<file path="src/rtl/nor_pkg.sv">
package nor_pkg;

    typedef enum logic [2:0] {
        ST_IDLE,
        ST_UNL1,
        ST_UNL2,
        ST_PROG,
        ST_ERS1,
        ST_ERS2,
        ST_ERS3
    } seq_e;

    typedef enum logic [1:0] {
        OP_NONE,
        OP_PROG,
        OP_CHIP,
        OP_SECT
    } op_e;

    localparam logic [7:0] CODE_KEY1  = 8'hAA;
    localparam logic [7:0] CODE_KEY2  = 8'h55;
    localparam logic [7:0] CODE_PROG  = 8'hA0;
    localparam logic [7:0] CODE_ERASE = 8'h80;
    localparam logic [7:0] CODE_CHIP  = 8'h10;
    localparam logic [7:0] CODE_SECT  = 8'h30;

    localparam logic [31:0] KEY1_ADDR = 32'h0000_5555;
    localparam logic [31:0] KEY2_ADDR = 32'h0000_2AAA;

    // Full-word compare: upper bits of a command word must be zero.
    function automatic logic code_hit(input logic [31:0] word, input logic [7:0] code);
        return word == {24'h0, code};
    endfunction

endpackage

</file>
<file path="src/rtl/nor_seq_fsm.sv">
module nor_seq_fsm
    import nor_pkg::*;
#(
    parameter int ADDR_W = 16,
    parameter int DATA_W = 16
) (
    input  logic              clk,
    input  logic              rst,
    input  logic              wr_en,
    input  logic [ADDR_W-1:0] addr,
    input  logic [DATA_W-1:0] wdata,
    output op_e               op_kind
);

    seq_e state_q, state_d;
    logic at_key1, at_key2;
    logic [31:0] word32;

    assign at_key1 = (32'(addr) == KEY1_ADDR);
    assign at_key2 = (32'(addr) == KEY2_ADDR);
    assign word32  = 32'(wdata);

    always_comb begin
        state_d = state_q;
        op_kind = OP_NONE;
        if (wr_en) begin
            state_d = ST_IDLE;
            unique case (state_q)
                ST_IDLE: if (at_key1 && code_hit(word32, CODE_KEY1)) state_d = ST_UNL1;
                ST_UNL1: if (at_key2 && code_hit(word32, CODE_KEY2)) state_d = ST_UNL2;
                ST_UNL2: begin
                    if (at_key1 && code_hit(word32, CODE_PROG))       state_d = ST_PROG;
                    else if (at_key1 && code_hit(word32, CODE_ERASE)) state_d = ST_ERS1;
                end
                ST_PROG: op_kind = OP_PROG;
                ST_ERS1: if (at_key1 && code_hit(word32, CODE_KEY1)) state_d = ST_ERS2;
                ST_ERS2: if (at_key2 && code_hit(word32, CODE_KEY2)) state_d = ST_ERS3;
                ST_ERS3: begin
                    if (at_key1 && code_hit(word32, CODE_CHIP)) op_kind = OP_CHIP;
                    else if (code_hit(word32, CODE_SECT))       op_kind = OP_SECT;
                end
                default: state_d = ST_IDLE;
            endcase
        end
    end

    always_ff @(posedge clk) begin
        if (rst) state_q <= ST_IDLE;
        else     state_q <= state_d;
    end

endmodule

</file>
<file path="src/rtl/nor_busy_timer.sv">
module nor_busy_timer #(
    parameter int BUSY_CYC = 8
) (
    input  logic clk,
    input  logic rst,
    input  logic start,
    output logic busy
);

    localparam int CNT_W = $clog2(BUSY_CYC + 1);

    logic [CNT_W-1:0] cnt_q;

    always_ff @(posedge clk) begin
        if (rst)              cnt_q <= '0;
        else if (start)       cnt_q <= CNT_W'(BUSY_CYC);
        else if (cnt_q != '0) cnt_q <= cnt_q - 1'b1;
    end

    assign busy = (cnt_q != '0);

endmodule

</file>
<file path="src/rtl/nor_cell_array.sv">
module nor_cell_array
    import nor_pkg::*;
#(
    parameter int ADDR_W     = 16,
    parameter int DATA_W     = 16,
    parameter int DEPTH      = 64,
    parameter int SECT_WORDS = 16
) (
    input  logic              clk,
    input  logic              rst,
    input  op_e               op_kind,
    input  logic [ADDR_W-1:0] op_addr,
    input  logic [DATA_W-1:0] op_data,
    input  logic [ADDR_W-1:0] rd_addr,
    output logic [DATA_W-1:0] rd_word
);

    localparam int IDX_W   = $clog2(DEPTH);
    localparam int SECT_LG = $clog2(SECT_WORDS);
    localparam int SID_W   = IDX_W - SECT_LG;

    logic [DEPTH*DATA_W-1:0] flat;
    logic [IDX_W-1:0]        op_idx, rd_idx;
    logic [SID_W-1:0]        op_sid;

    assign op_idx = op_addr[IDX_W-1:0];
    assign op_sid = op_addr[IDX_W-1:SECT_LG];
    assign rd_idx = rd_addr[IDX_W-1:0];

    for (genvar i = 0; i < DEPTH; i++) begin : g_cell
        localparam logic [SID_W-1:0] MY_SID = SID_W'(i / SECT_WORDS);
        localparam logic [IDX_W-1:0] MY_IDX = IDX_W'(i);
        logic [DATA_W-1:0] word_q;

        always_ff @(posedge clk) begin
            if (rst) begin
                word_q <= '1;
            end else begin
                case (op_kind)
                    OP_CHIP: word_q <= '1;
                    OP_SECT: if (op_sid == MY_SID) word_q <= '1;
                    OP_PROG: if (op_idx == MY_IDX) word_q <= word_q & op_data;
                    default: ;
                endcase
            end
        end

        assign flat[i*DATA_W +: DATA_W] = word_q;
    end

    assign rd_word = flat[rd_idx*DATA_W +: DATA_W];

endmodule

</file>
<file path="src/rtl/nor_cmd_ctrl.sv">
module nor_cmd_ctrl
    import nor_pkg::*;
#(
    parameter int ADDR_W     = 16,
    parameter int DATA_W     = 16,
    parameter int DEPTH      = 64,
    parameter int SECT_WORDS = 16,
    parameter int BUSY_CYC   = 8
) (
    input  logic              clk,
    input  logic              rst,
    input  logic              cs,
    input  logic              we,
    input  logic              oe,
    input  logic [ADDR_W-1:0] addr,
    input  logic [DATA_W-1:0] wdata,
    output logic [DATA_W-1:0] rdata,
    output logic              busy
);

    op_e               op_kind;
    logic              wr_en;
    logic [DATA_W-1:0] cell_word;

    assign wr_en = cs && we && !busy;

    nor_seq_fsm #(.ADDR_W(ADDR_W), .DATA_W(DATA_W)) u_fsm (
        .clk     (clk),
        .rst     (rst),
        .wr_en   (wr_en),
        .addr    (addr),
        .wdata   (wdata),
        .op_kind (op_kind)
    );

    nor_busy_timer #(.BUSY_CYC(BUSY_CYC)) u_timer (
        .clk   (clk),
        .rst   (rst),
        .start (op_kind != OP_NONE),
        .busy  (busy)
    );

    nor_cell_array #(
        .ADDR_W(ADDR_W), .DATA_W(DATA_W), .DEPTH(DEPTH), .SECT_WORDS(SECT_WORDS)
    ) u_array (
        .clk     (clk),
        .rst     (rst),
        .op_kind (op_kind),
        .op_addr (addr),
        .op_data (wdata),
        .rd_addr (addr),
        .rd_word (cell_word)
    );

    assign rdata = (cs && oe && !we) ? cell_word : '0;

endmodule

</file>
<file path="config.mk">
export PLATFORM = sky130hd
export DESIGN_NAME = nor_cmd_ctrl
export DESIGN_NICKNAME = d
export VERILOG_FILES = /design/src/rtl/nor_pkg.sv /design/src/rtl/nor_seq_fsm.sv /design/src/rtl/nor_busy_timer.sv /design/src/rtl/nor_cell_array.sv /design/src/rtl/nor_cmd_ctrl.sv
export SDC_FILE = /design/constraint.sdc
export NUM_CORES = 2
export LEC_CHECK = 0
export ABC_AREA = 1
export BUFFER_PORTS_ARGS = -buffer_cell sky130_fd_sc_hd__buf_2
export CORE_MARGIN = 1
export CORE_UTILIZATION = 45
export DETAILED_ROUTE_END_ITERATION = 6
export SLEW_MARGIN = 20
export SYNTH_ARGS = -nofsm -noshare
export SYNTH_HDL_FRONTEND = slang
export SYNTH_HIERARCHICAL = 1
export SYNTH_SLANG_ARGS = --single-unit
</file>
<file path="constraint.sdc">
create_clock -name clk -period 4.3 [get_ports clk]
set_input_delay 0.645 -clock clk [delete_from_list [all_inputs] [get_ports clk]]
set_output_delay 0.645 -clock clk [all_outputs]
set_load 0.005 [all_outputs]
</file>
==> impl_metrics.prom <==
# TYPE chip_impl_metric gauge
chip_impl_info{name="outcome",value="finished clean"} 1
chip_impl_metric{name="htree_num_levels",unit=""} 3
chip_impl_metric{name="syn-num-nets",unit=""} 6178
chip_impl_metric{name="wl_per_cell",unit="µm"} 19.83
chip_impl_metric{name="power_per_cell_area",unit="nW/µm²"} 442.5
chip_impl_info{name="min_delay_worst_endpoint",value="u_fsm/state_q[0]"} 1
chip_impl_info{name="leading_cell_type_in_the_layout_fill_and_taps_excluded",value="nand2_1"} 1
chip_impl_metric{name="hpwlAfterDp",unit="µm"} 78490
chip_impl_metric{name="fmax",unit="MHz"} 263.1
chip_impl_metric{name="floorplan.die_area",unit="µm²"} 95860
chip_impl_info{name="crit_type",value="in -> out"} 1
chip_impl_metric{name="synth-seq-cells",unit=""} 1031
chip_impl_metric{name="antenna_found_initial",unit=""} 0
chip_impl_metric{name="floorplan.rows",unit=""} 112
chip_impl_metric{name="numCtsBuffers",unit=""} 108
chip_impl_metric{name="cp_data_required_time",unit="ps"} 3650
chip_impl_metric{name="p_leak",unit="µW"} 0.02048
chip_impl_metric{name="max-slew-margin-rel",unit=""} 0.3575
chip_impl_metric{name="setup_tns",unit="ps"} 0
chip_impl_metric{name="finalWorstPathRequiredPeriod",unit="ps"} 3801
chip_impl_metric{name="max-vdd-ir-drop",unit="mV"} 0.3186
chip_impl_metric{name="vias",unit=""} 40474
chip_impl_metric{name="final_util",unit=""} 0.5074
chip_impl_metric{name="die_h",unit="µm"} 309.6
chip_impl_info{name="tritoncts",value="built"} 1
chip_impl_metric{name="clk_pin_slew",unit="ps"} 60
chip_impl_info{name="commonest_cells_after_routing_fill_and_taps_aside",value="2459 x nand2_1, 1067 x o21ai_0, 1031 x dfxtp_1, 875 x nand3_1, 111 x clkbuf_16"} 1
chip_impl_metric{name="starting_density",unit=""} 0.4555
chip_impl_metric{name="rrSetupSlack",unit="ps"} 600
chip_impl_metric{name="holdPathStages",unit=""} 2
chip_impl_metric{name="path_max_fanout",unit=""} 164
chip_impl_info{name="clk_root_buf",value="clkbuf_16"} 1
chip_impl_metric{name="stdcell_area",unit="µm²"} 47430
chip_impl_info{name="r2r_end",value="u_array/g_cell[35].word_q[12]"} 1
chip_impl_metric{name="grt_util_all_layers",unit=""} 0.2947
chip_impl_info{name="worst_r2r_startpoint",value="u_timer/cnt_q[1]"} 1
chip_impl_metric{name="diodes",unit=""} 0
chip_impl_metric{name="timing_hold_violations_final",unit=""} 0
chip_impl_metric{name="cts.path.max_buffers",unit=""} 3
chip_impl_metric{name="cap_violations",unit=""} 0
chip_impl_metric{name="post-cts-setup-buffer-count",unit=""} 0
chip_impl_info{name="worstHoldStart",value="rst"} 1
chip_impl_metric{name="dp.cells",unit=""} 7047
chip_impl_metric{name="grt_pass1_wl",unit="µm"} 221300
chip_impl_metric{name="grt_max_degree",unit=""} 165
chip_impl_metric{name="ys_seq_area_frac",unit=""} 0.4847
chip_impl_metric{name="synth.cell_area",unit="µm²"} 42580
chip_impl_info{name="critical_path.slowest_cell",value="buf_12"} 1
chip_impl_metric{name="num-nets-final",unit=""} 5942
chip_impl_metric{name="cts.repair.resized",unit=""} 0
chip_impl_metric{name="routed_wirelength",unit="µm"} 143600
chip_impl_metric{name="syn_avg_cell_area",unit="µm²"} 6.936
chip_impl_metric{name="n_fill_cell",unit=""} 9426
chip_impl_metric{name="fraction_of_final_layout_cells_sized_beyond_drive_strength_1",unit=""} 0.06347
chip_impl_info{name="grt_setup_unrepaired",value="no"} 1
chip_impl_metric{name="area_growth_syn_to_layout",unit="%"} 11.38
chip_impl_metric{name="timing.hold.ws",unit="ps"} 418.0
chip_impl_metric{name="holdBufCountCts",unit=""} 0
chip_impl_metric{name="post_detailed_route_drc_marker_count",unit=""} 0
chip_impl_metric{name="number_of_global_route_vias_before_repair",unit=""} 36496
chip_impl_metric{name="overflow",unit=""} 0
chip_impl_info{name="hold_path_class",value="in -> reg"} 1
chip_impl_metric{name="detail-route-antenna-nets",unit=""} 0
chip_impl_metric{name="gp_congestion",unit=""} 0.8631
chip_impl_metric{name="clock-skew-final",unit="ps"} 23.87
chip_impl_metric{name="floorplan.core_area",unit="µm²"} 93470
chip_impl_metric{name="timing.final.setup_violations",unit=""} 0
chip_impl_metric{name="finalNonFillerCells",unit=""} 7241
chip_impl_metric{name="min_period_over_period",unit=""} 0.8840
chip_impl_metric{name="die_x",unit="µm"} 309.6
chip_impl_metric{name="input_output_buffers",unit=""} 53
chip_impl_metric{name="critical_path_arrival",unit="ps"} 3160
chip_impl_info{name="worst_setup_path_end_kind",value="primary output"} 1
chip_impl_metric{name="yosys.cell_types.count",unit=""} 23
chip_impl_metric{name="clk-insertion-delay-late",unit="ps"} 690
chip_impl_metric{name="syn_inst",unit=""} 6139
chip_impl_metric{name="ioPinCount",unit=""} 54
chip_impl_metric{name="vias_per_cell",unit=""} 5.590
chip_impl_metric{name="report.final.slew_viol_count",unit=""} 0
chip_impl_metric{name="synth-warning-count",unit=""} 6
chip_impl_metric{name="detail_route.iter0.violations",unit=""} 4414
chip_impl_info{name="critPathLaunchType",value="primary input"} 1
chip_impl_metric{name="max_stage_delay",unit="ps"} 480
chip_impl_metric{name="worst_margin_slew",unit="ps"} 963.8
chip_impl_metric{name="cts.sink_count",unit=""} 1031
chip_impl_metric{name="rr_worst_depth",unit=""} 14
chip_impl_metric{name="placed_cell_area",unit="µm²"} 43790
chip_impl_metric{name="detail_route.first_pass.iterations",unit=""} 6
chip_impl_info{name="worstPathCellList",value="buf_8 > buf_12 > nand2_1 > nand3_1 > nand3_1 > nand2_1 > nand2_1 > nand3_1 > nand3_1 > nand2_1 > inv_1 > nor2_1 > buf_2"} 1
-- worst max-delay path, delay by kind of cell --
kind / cells / cell delay (ps)
buffers and inverters: 4 / 890
AND/OR/NAND/NOR: 9 / 1510
-- power breakdown --
part / switching (µW) / leakage (µW) / internal (µW)
logic: 1350 / 0.0103 / 460
clock network: 3920 / 0.00180 / 5670
registers: 13.6 / 0.00835 / 9570
total: 5290 / 0.0205 / 15700
-- stage by stage --
step,power (µW),worst slack (ps)
after global routing,21660,207.1
after CTS,21090,432.6
after global placement,11570,119.4
final,20980,498.7
after floorplan,10900,1494
after detailed placement,11570,87.43
-- worst max-delay path by stage --
| stage | startpoint | endpoint | cells past startpoint | slack (ps) |
|---|---|---|---|---|
| 6_report | addr[0] | rdata[3] | 13 | 500 |
| 2_1_floorplan | wdata[15] | u_array/g_cell[0].word_q[0] | 14 | 1490 |
| 4_1_cts | u_timer/cnt_q[1] | u_array/g_cell[2].word_q[4] | 13 | 430 |
| 3_3_place_gp | wdata[15] | u_array/g_cell[2].word_q[0] | 13 | 120 |
| 5_1_grt | u_timer/cnt_q[1] | u_array/g_cell[56].word_q[4] | 14 | 210 |
| 3_5_place_dp | wdata[15] | u_array/g_cell[2].word_q[4] | 13 | 90 |
-- state kept, by name (all words and copies together) (netlist names) --
register / flops
u_array/g_cell.word_q: 1024
u_fsm/state_q: 3
u_timer/cnt_q: 4
-- metal layers --
layer / wire length, µm / global-route usage / up-vias / part of all wire
li1: - / - / 19524 / -
met1: 65140 / 0.4224 / 19286 / 0.45
met2: 64030 / 0.4595 / 1454 / 0.45
met3: 10710 / 0.03866 / 210 / 0.075
met4: 3694 / 0.08773 / 0 / 0.026
met5: 0 / 0 / - / 0
-- cells by family (layout without fill, tap and decap cells) --
logic type / count (synthesis) / count (layout) / share of synthesized area
AO/OA/AOI/OAI: 1103 / 1103 / 0.1299
adder cells (fa/ha/maj): 2 / 2 / 0.0005876
buffers and inverters: 591 / 439 / 0.05654
flip-flops: 1031 / 1031 / 0.4847
AND/OR/NAND/NOR: 3412 / 3412 / 0.3282
-- Yosys cell counts --
cell / n / area (µm²)
inv_1: 63 / 236.5
nor2_4: 1 / 11.26
dfxtp_1: 1031 / 20640
nor3_2: 1 / 10.01
a21oi_1: 11 / 55.05
o21ai_0: 1067 / 5340
buf_6: 1 / 11.26
nand2_2: 1 / 6.260
clkbuf_1: 328 / 1231
nand3_4: 1 / 17.52
nand4_1: 3 / 18.77
nor2_2: 12 / 75.07
o21ai_1: 22 / 110.1
nand2_1: 2459 / 9230
buf_1: 50 / 187.7
buf_2: 145 / 725.7
inv_2: 4 / 15.01
nand3_1: 875 / 4379
or2_2: 1 / 6.260
ha_1: 2 / 25.02
nor2_1: 55 / 206.5
a21oi_2: 3 / 26.28
nor3_1: 3 / 15.01
-- area by class of cell --
class | count | area, µm² | share of cell area
sequential | 1031 | 20640 | 0.4352
tap | 1254 | 1569 | 0.03308
clock inverter | 27 | 322.8 | 0.006807
timing repair buffer | 178 | 1730 | 0.03649
multi-input combinational | 4517 | 19590 | 0.4130
clock buffer | 167 | 3308 | 0.06975
inverter | 67 | 269.0 | 0.005672
Note: power is estimated with default switching activity, not from simulation.
